### config.mk
export PLATFORM = sky130hd
export DESIGN_NAME = usbStuffNrziTx
export DESIGN_NICKNAME = d
export VERILOG_FILES = /design/src/rtl/usbTxPkg.sv /design/src/rtl/nrziStuffCtrl.sv /design/src/rtl/nrziLineReg.sv /design/src/rtl/usbStuffNrziTx.sv
export SDC_FILE = /design/constraint.sdc
export NUM_CORES = 1
export LEC_CHECK = 0
export CORE_ASPECT_RATIO = 0.9
export CORE_MARGIN = 5
export CORE_UTILIZATION = 25
export DETAILED_ROUTE_END_ITERATION = 10
export DONT_BUFFER_PORTS = 1
export GPL_TIMING_DRIVEN = 0
export PLACE_DENSITY_LB_ADDON = 0.3
export SYNTH_ARGS = -nofsm -noshare
export SYNTH_HDL_FRONTEND = slang
export SYNTH_SLANG_ARGS = --single-unit
### constraint.sdc
create_clock -name clk -period 1.7 [get_ports clk]
set_clock_uncertainty 0.15 [all_clocks]
set_input_delay 0 -clock clk [delete_from_list [all_inputs] [get_ports clk]]
set_output_delay 0 -clock clk [all_outputs]
set_load 0.01 [all_outputs]
### src/rtl/usbTxPkg.sv
package usbTxPkg;

  // Strobes from the control to the line register, valid in bitEn slots.
  typedef struct packed {
    logic shift;    // code one bit this slot
    logic bitVal;   // value of the coded bit
    logic refIdle;  // code against the idle level instead of the current one
    logic goIdle;   // drive the idle level (outside a packet)
  } coderStrobeT;

endpackage

### src/rtl/nrziStuffCtrl.sv
module nrziStuffCtrl
  import usbTxPkg::*;
#(
  parameter int STUFF_RUN = 6
) (
  input  logic        clk,
  input  logic        rstN,
  input  logic        bitEn,
  input  logic        inValid,
  input  logic        inBit,
  input  logic        inSop,
  input  logic        inEop,
  output logic        inReady,
  output logic        busy,
  output coderStrobeT strobe
);

  localparam int CW = $clog2(STUFF_RUN + 1);
  localparam logic [CW-1:0] RUN_MAX = CW'(STUFF_RUN);

  logic [CW-1:0] runQ, runD, runBase;
  logic          busyQ, busyD;
  logic          eopPendQ, eopPendD;
  logic          stuffPending;

  assign stuffPending = busyQ && (runQ == RUN_MAX);
  assign inReady      = !stuffPending;
  assign busy         = busyQ;

  always_comb begin
    runD     = runQ;
    busyD    = busyQ;
    eopPendD = eopPendQ;
    runBase  = inSop ? '0 : runQ;
    strobe   = '0;
    if (bitEn) begin
      if (stuffPending) begin
        strobe.shift  = 1'b1;
        strobe.bitVal = 1'b0;
        runD          = '0;
        if (eopPendQ) begin
          busyD    = 1'b0;
          eopPendD = 1'b0;
        end
      end else if (inValid && (inSop || busyQ)) begin
        strobe.shift   = 1'b1;
        strobe.bitVal  = inBit;
        strobe.refIdle = inSop;
        runD           = inBit ? runBase + 1'b1 : '0;
        if (inEop) begin
          busyD    = (runD == RUN_MAX);
          eopPendD = (runD == RUN_MAX);
        end else begin
          busyD    = 1'b1;
          eopPendD = 1'b0;
        end
      end else if (!busyQ) begin
        strobe.goIdle = 1'b1;
      end
    end
  end

  always_ff @(posedge clk) begin
    if (!rstN) begin
      runQ     <= '0;
      busyQ    <= 1'b0;
      eopPendQ <= 1'b0;
    end else begin
      runQ     <= runD;
      busyQ    <= busyD;
      eopPendQ <= eopPendD;
    end
  end

  // the ones-run count never exceeds the stuffing threshold
  p_run_bound_r2: assert property (@(posedge clk) disable iff (!rstN)
    runQ <= RUN_MAX);

  // a stuffed slot clears the run count
  p_stuff_clears_run_r4: assert property (@(posedge clk) disable iff (!rstN)
    bitEn && stuffPending |=> runQ == '0);

  // a stuffed bit owed to end of packet closes the packet
  p_eop_stuff_ends_r7: assert property (@(posedge clk) disable iff (!rstN)
    bitEn && stuffPending && eopPendQ |=> !busy);

  // busy moves only in enable slots
  p_busy_quiet_r5: assert property (@(posedge clk) disable iff (!rstN)
    !bitEn |=> $stable(busy));

endmodule

### src/rtl/nrziLineReg.sv
module nrziLineReg
  import usbTxPkg::*;
#(
  parameter logic IDLE_LEVEL = 1'b1
) (
  input  logic        clk,
  input  logic        rstN,
  input  logic        bitEn,
  input  coderStrobeT strobe,
  output logic        lineOut
);

  logic lineQ;
  logic baseLevel;

  assign baseLevel = strobe.refIdle ? IDLE_LEVEL : lineQ;
  assign lineOut   = lineQ;

  always_ff @(posedge clk) begin
    if (!rstN) begin
      lineQ <= IDLE_LEVEL;
    end else if (bitEn) begin
      if (strobe.shift)       lineQ <= strobe.bitVal ? baseLevel : ~baseLevel;
      else if (strobe.goIdle) lineQ <= IDLE_LEVEL;
    end
  end

  // a 1 coded against the current level keeps it
  p_one_holds_r1: assert property (@(posedge clk) disable iff (!rstN)
    bitEn && strobe.shift && strobe.bitVal && !strobe.refIdle |=> $stable(lineQ));

  // a 0 coded against the current level flips it
  p_zero_toggles_r1: assert property (@(posedge clk) disable iff (!rstN)
    bitEn && strobe.shift && !strobe.bitVal && !strobe.refIdle |=> lineQ != $past(lineQ));

  // no movement without the bit-rate enable
  p_line_quiet_r5: assert property (@(posedge clk) disable iff (!rstN)
    !bitEn |=> $stable(lineQ));

endmodule

### src/rtl/usbStuffNrziTx.sv
module usbStuffNrziTx
  import usbTxPkg::*;
#(
  parameter int   STUFF_RUN  = 6,
  parameter logic IDLE_LEVEL = 1'b1
) (
  input  logic clk,
  input  logic rstN,
  input  logic bitEn,
  input  logic inValid,
  input  logic inBit,
  input  logic inSop,
  input  logic inEop,
  output logic inReady,
  output logic lineOut,
  output logic busy
);

  localparam int WW = $clog2(STUFF_RUN + 1) + 1;

  coderStrobeT strobe;

  nrziStuffCtrl #(.STUFF_RUN(STUFF_RUN)) ctrl_i (
    .clk     (clk),
    .rstN    (rstN),
    .bitEn   (bitEn),
    .inValid (inValid),
    .inBit   (inBit),
    .inSop   (inSop),
    .inEop   (inEop),
    .inReady (inReady),
    .busy    (busy),
    .strobe  (strobe)
  );

  nrziLineReg #(.IDLE_LEVEL(IDLE_LEVEL)) line_i (
    .clk     (clk),
    .rstN    (rstN),
    .bitEn   (bitEn),
    .strobe  (strobe),
    .lineOut (lineOut)
  );

  // Coded slots since the last line transition, for the run-length check.
  logic [WW-1:0] sameCnt;
  logic          prevLine;
  always_ff @(posedge clk) begin
    if (!rstN) begin
      sameCnt  <= '0;
      prevLine <= IDLE_LEVEL;
    end else if (bitEn && strobe.shift) begin
      prevLine <= lineOut;
      if (strobe.refIdle)
        sameCnt <= strobe.bitVal ? WW'(1) : '0;
      else if (strobe.bitVal && sameCnt != '1)
        sameCnt <= sameCnt + 1'b1;
      else if (!strobe.bitVal)
        sameCnt <= '0;
    end
  end

  // never more than STUFF_RUN coded slots without a transition
  p_transition_window_r2: assert property (@(posedge clk) disable iff (!rstN)
    sameCnt <= WW'(STUFF_RUN));

  // a slot that withholds ready carries a toggle
  p_stuff_toggles_r3: assert property (@(posedge clk) disable iff (!rstN)
    bitEn && !inReady |=> lineOut != $past(lineOut));

  // outside a packet, an enable slot with no packet start leaves the line idle
  p_idle_high_r6: assert property (@(posedge clk) disable iff (!rstN)
    bitEn && !busy && !(inValid && inSop) |=> lineOut == IDLE_LEVEL);

endmodule

==> summary.txt <==
Global routing
  • GR Util All Layers: under 10%
  • Pin count of the biggest net entering global routing: 9
  • Global route total overflow: 0
  • Initial antenna violation count: 0
  • Vias in the first global route: 376
  • First-pass GRT wire length: 1580 um

Synthesis
  • Mean area per synthesized cell: a little under 9 um2
  • Register bit total from synthesis: 6
  • Syn_nets: 53
  • Count leader, synth: dfxtp_1
  • Async SR Flop Fraction: 0%
  • Synth top cells by count: dfxtp_1 (6), nor2b_1 (4), nor2_1 (3), o21ai_0 (3)
  • Post-synthesis sequential area ratio: 30.87%
  • Syn. warnings: 0
  • Distinct cells, synth: 29
  • Largest area contributor in the netlist: dfxtp_1
  • Synth area leaders: dfxtp_1 (31%), nor2b_1 (6.4%), a32oi_1 (4.5%), o21ai_0 (3.9%), and4b_4 (3.5%)
  • Mapped Cells: between 40 and 50
  • EDFF count, synth: 0
  • Synth top area share: a little under a third
  • Mapped Area: 389.1 um2
  • Synth Flop Type: dfxtp_1

Clock tree
  • Bufs on Longest Clock Path: 2
  • H-Tree Depth: 1
  • TritonCTS Buffers: 3
  • Clock Sinks: 6
  • CTS tree: done
  • CTS root buf: clkbuf_4
  • Clk slew on worst S/H paths: about 0.050 ns
  • Postcts setup bufs: 0
  • Clk Latency, worst-skew pair: ~0.25 ns

Place
  • Placed cells: 60
  • Area of placed instances: 407.9 um2
  • Final Wtd Congestion: between 0.7 and 0.8
  • I/O Buffers: 0
  • Post-DP HPWL: about 650 um

Power and ir drop
  • Max rail drop VDD: 0.0002822 V
  • Tot Pwr: roughly 320 uW
  • Leak: between 0.15 and 0.2 nW
  • Cell Pwr Density: 628.7 mW/mm2

Timing
  • Worst-margin pin slew: 0.2771 ns
  • Relative max-transition margin: around four fifths
  • Fin Setup TNS: 0 ns
  • Final hold violations: 0
  • Fmax: 640.0 MHz
  • RSZ-0062 raised after global routing: false
  • Tmin final: between 1.5 and 2 ns
  • Pins Over Slew Limit: 0
  • Final period util: between 90% and 100%
  • # setup viols final: 0

Cells and area
  • Multi-input gate area: about 270 um2
  • N_diodes: 0
  • Fin nets: 65
  • Fillers: about 160
  • Layout cells sized above 1: 16.36%
  • Layout area overhead: 31.51%
  • Fin area: 511.7 um2
  • Reg area: around 120 um2
  • Non-filler instance count after layout: 70

Floorplanning
  • # rows: 13
  • Core Region: 0.001464 mm2
  • Initial Util: 26.58%
  • I/O Pins: 10
  • DIE HEIGHT: ~47 um
  • Die W: between 50 and 60 um
  • Die area: 0.002446 mm2

Drt
  • Final wirelength: between 900 and 1000 um
  • Via density: 5.214
  • Total vias in the final route: 365
  • Final ANT Viol Nets: 0
  • DR WL/cell: between 10 and 15 um
  • DRT Pass-1 Iters: 3
  • DRC: 0
  • DRT iter0 DRCs: 7

Critical path
  • Critical path type: reg -> reg
  • Reg2reg setup slack: between 0.1 and 0.15 ns
  • Crit path arrival time: 1.55 ns
  • CP endpoint kind: flop
  • Crit path max fanout: 8
  • Crit path launch type: flop
  • WP data required: around 1.7 ns

Flow run
  • Max cap viols: 0

Worst hold path
  • Hold Crit Class: in -> reg

Status
  • Status: finished clean
[cells in the final DEF (no fill, tap or decap), types with 2 or more instances in the layout]
| cell | instances |
|---|---|
| clkbuf_4 | 3 |
| nand2_1 | 2 |
| inv_1 | 2 |
| nor2_1 | 3 |
| o21ai_0 | 3 |
| dfxtp_1 | 5 |
| a21oi_1 | 2 |
| a32oi_1 | 2 |
| dlygate4sd3_1 | 7 |
| nor2b_1 | 3 |
[critical path, cell delays in order (launching register included)]
cell	delay [ns]
dfxtp_2	0.42
and4b_4	0.28
inv_2	0.09
and4b_1	0.21
a211oi_1	0.22
o21ai_1	0.08
[final timing paths]
kind	start	end	cells after the start
setup / recovery	ctrl_i.busy$_SDFFE_PN0P_	line_i.lineOut$_SDFFE_PN1P_	5
hold / removal	inSop	line_i.lineOut$_SDFFE_PN1P_	4
setup reg to reg	ctrl_i.busy$_SDFFE_PN0P_	line_i.lineOut$_SDFFE_PN1P_	5
hold reg to reg	ctrl_i.runQ[0]$_SDFFE_PN0P_	ctrl_i.runQ[0]$_SDFFE_PN0P_	2
[where the power goes]
group	switching [mW]	internal, mW	total [mW]	leakage [nW]
Clock	0.0542	0.0800	0.134	0.0138
Sequential	0.00419	0.144	0.148	0.0491
Combinational	0.0177	0.0217	0.0394	0.125
[per-layer routing]
layer | up-vias | part of all wire (%) | global-route usage [%] | wire (um)
met1 | 159 | 53 | 11.19 | 514
met4 | 0 | 2.6 | 6.283 | 25
met5 | - | 0 | 0 | 0
li1 | 191 | - | - | -
met2 | 11 | 36 | 12.94 | 344
met3 | 4 | 8.3 | 5.296 | 80
[per-stage QoR]
step | utilization (%) | hold WS, ns | setup WS [ns]
6_report | 34.96 | 0.03221 | 0.1376
5_1_grt | 34.96 | 0.04577 | 0.005759
4_1_cts | 33.50 | 0.008224 | 0.02733
3_5_place_dp | 27.86 | -0.05947 | 0.04133
3_3_place_gp | 27.86 | -0.06703 | 0.06099
2_1_floorplan | - | -0.07001 | 0.1833
[registers in the layout (all words and copies together) (netlist names)]
name	count
line_i.lineOut	1
ctrl_i.eopPendQ	1
ctrl_i.runQ	3
ctrl_i.busy	1
[cells by family after synthesis]
logic type	Yosys count	share of synthesized area, %
AOI/OAI and AO/OA	16	28.30
and+or+nand+nor	16	27.65
DFF	6	30.87
buffers and inverters	3	2.894
xor gates and xnor gates	2	4.502
muxes	1	2.572
adders and majority gates	1	3.215
[layout make-up]
cell class                 count  share of cell area (%)
sequential                     6                   23.72
multi-input combinational     36                   52.32
timing repair buffer           7                   13.69
tap                           15                   3.667
clock buffer                   3                   4.401
inverter                       3                   2.200
[repair_timing]
action,CTS,global route
endpoints found under the hold margin,6,1
gates resized for setup,0,4
endpoints found under the setup margin,0,4
hold buffers,6,1
Power figures use the tool's default switching activity.
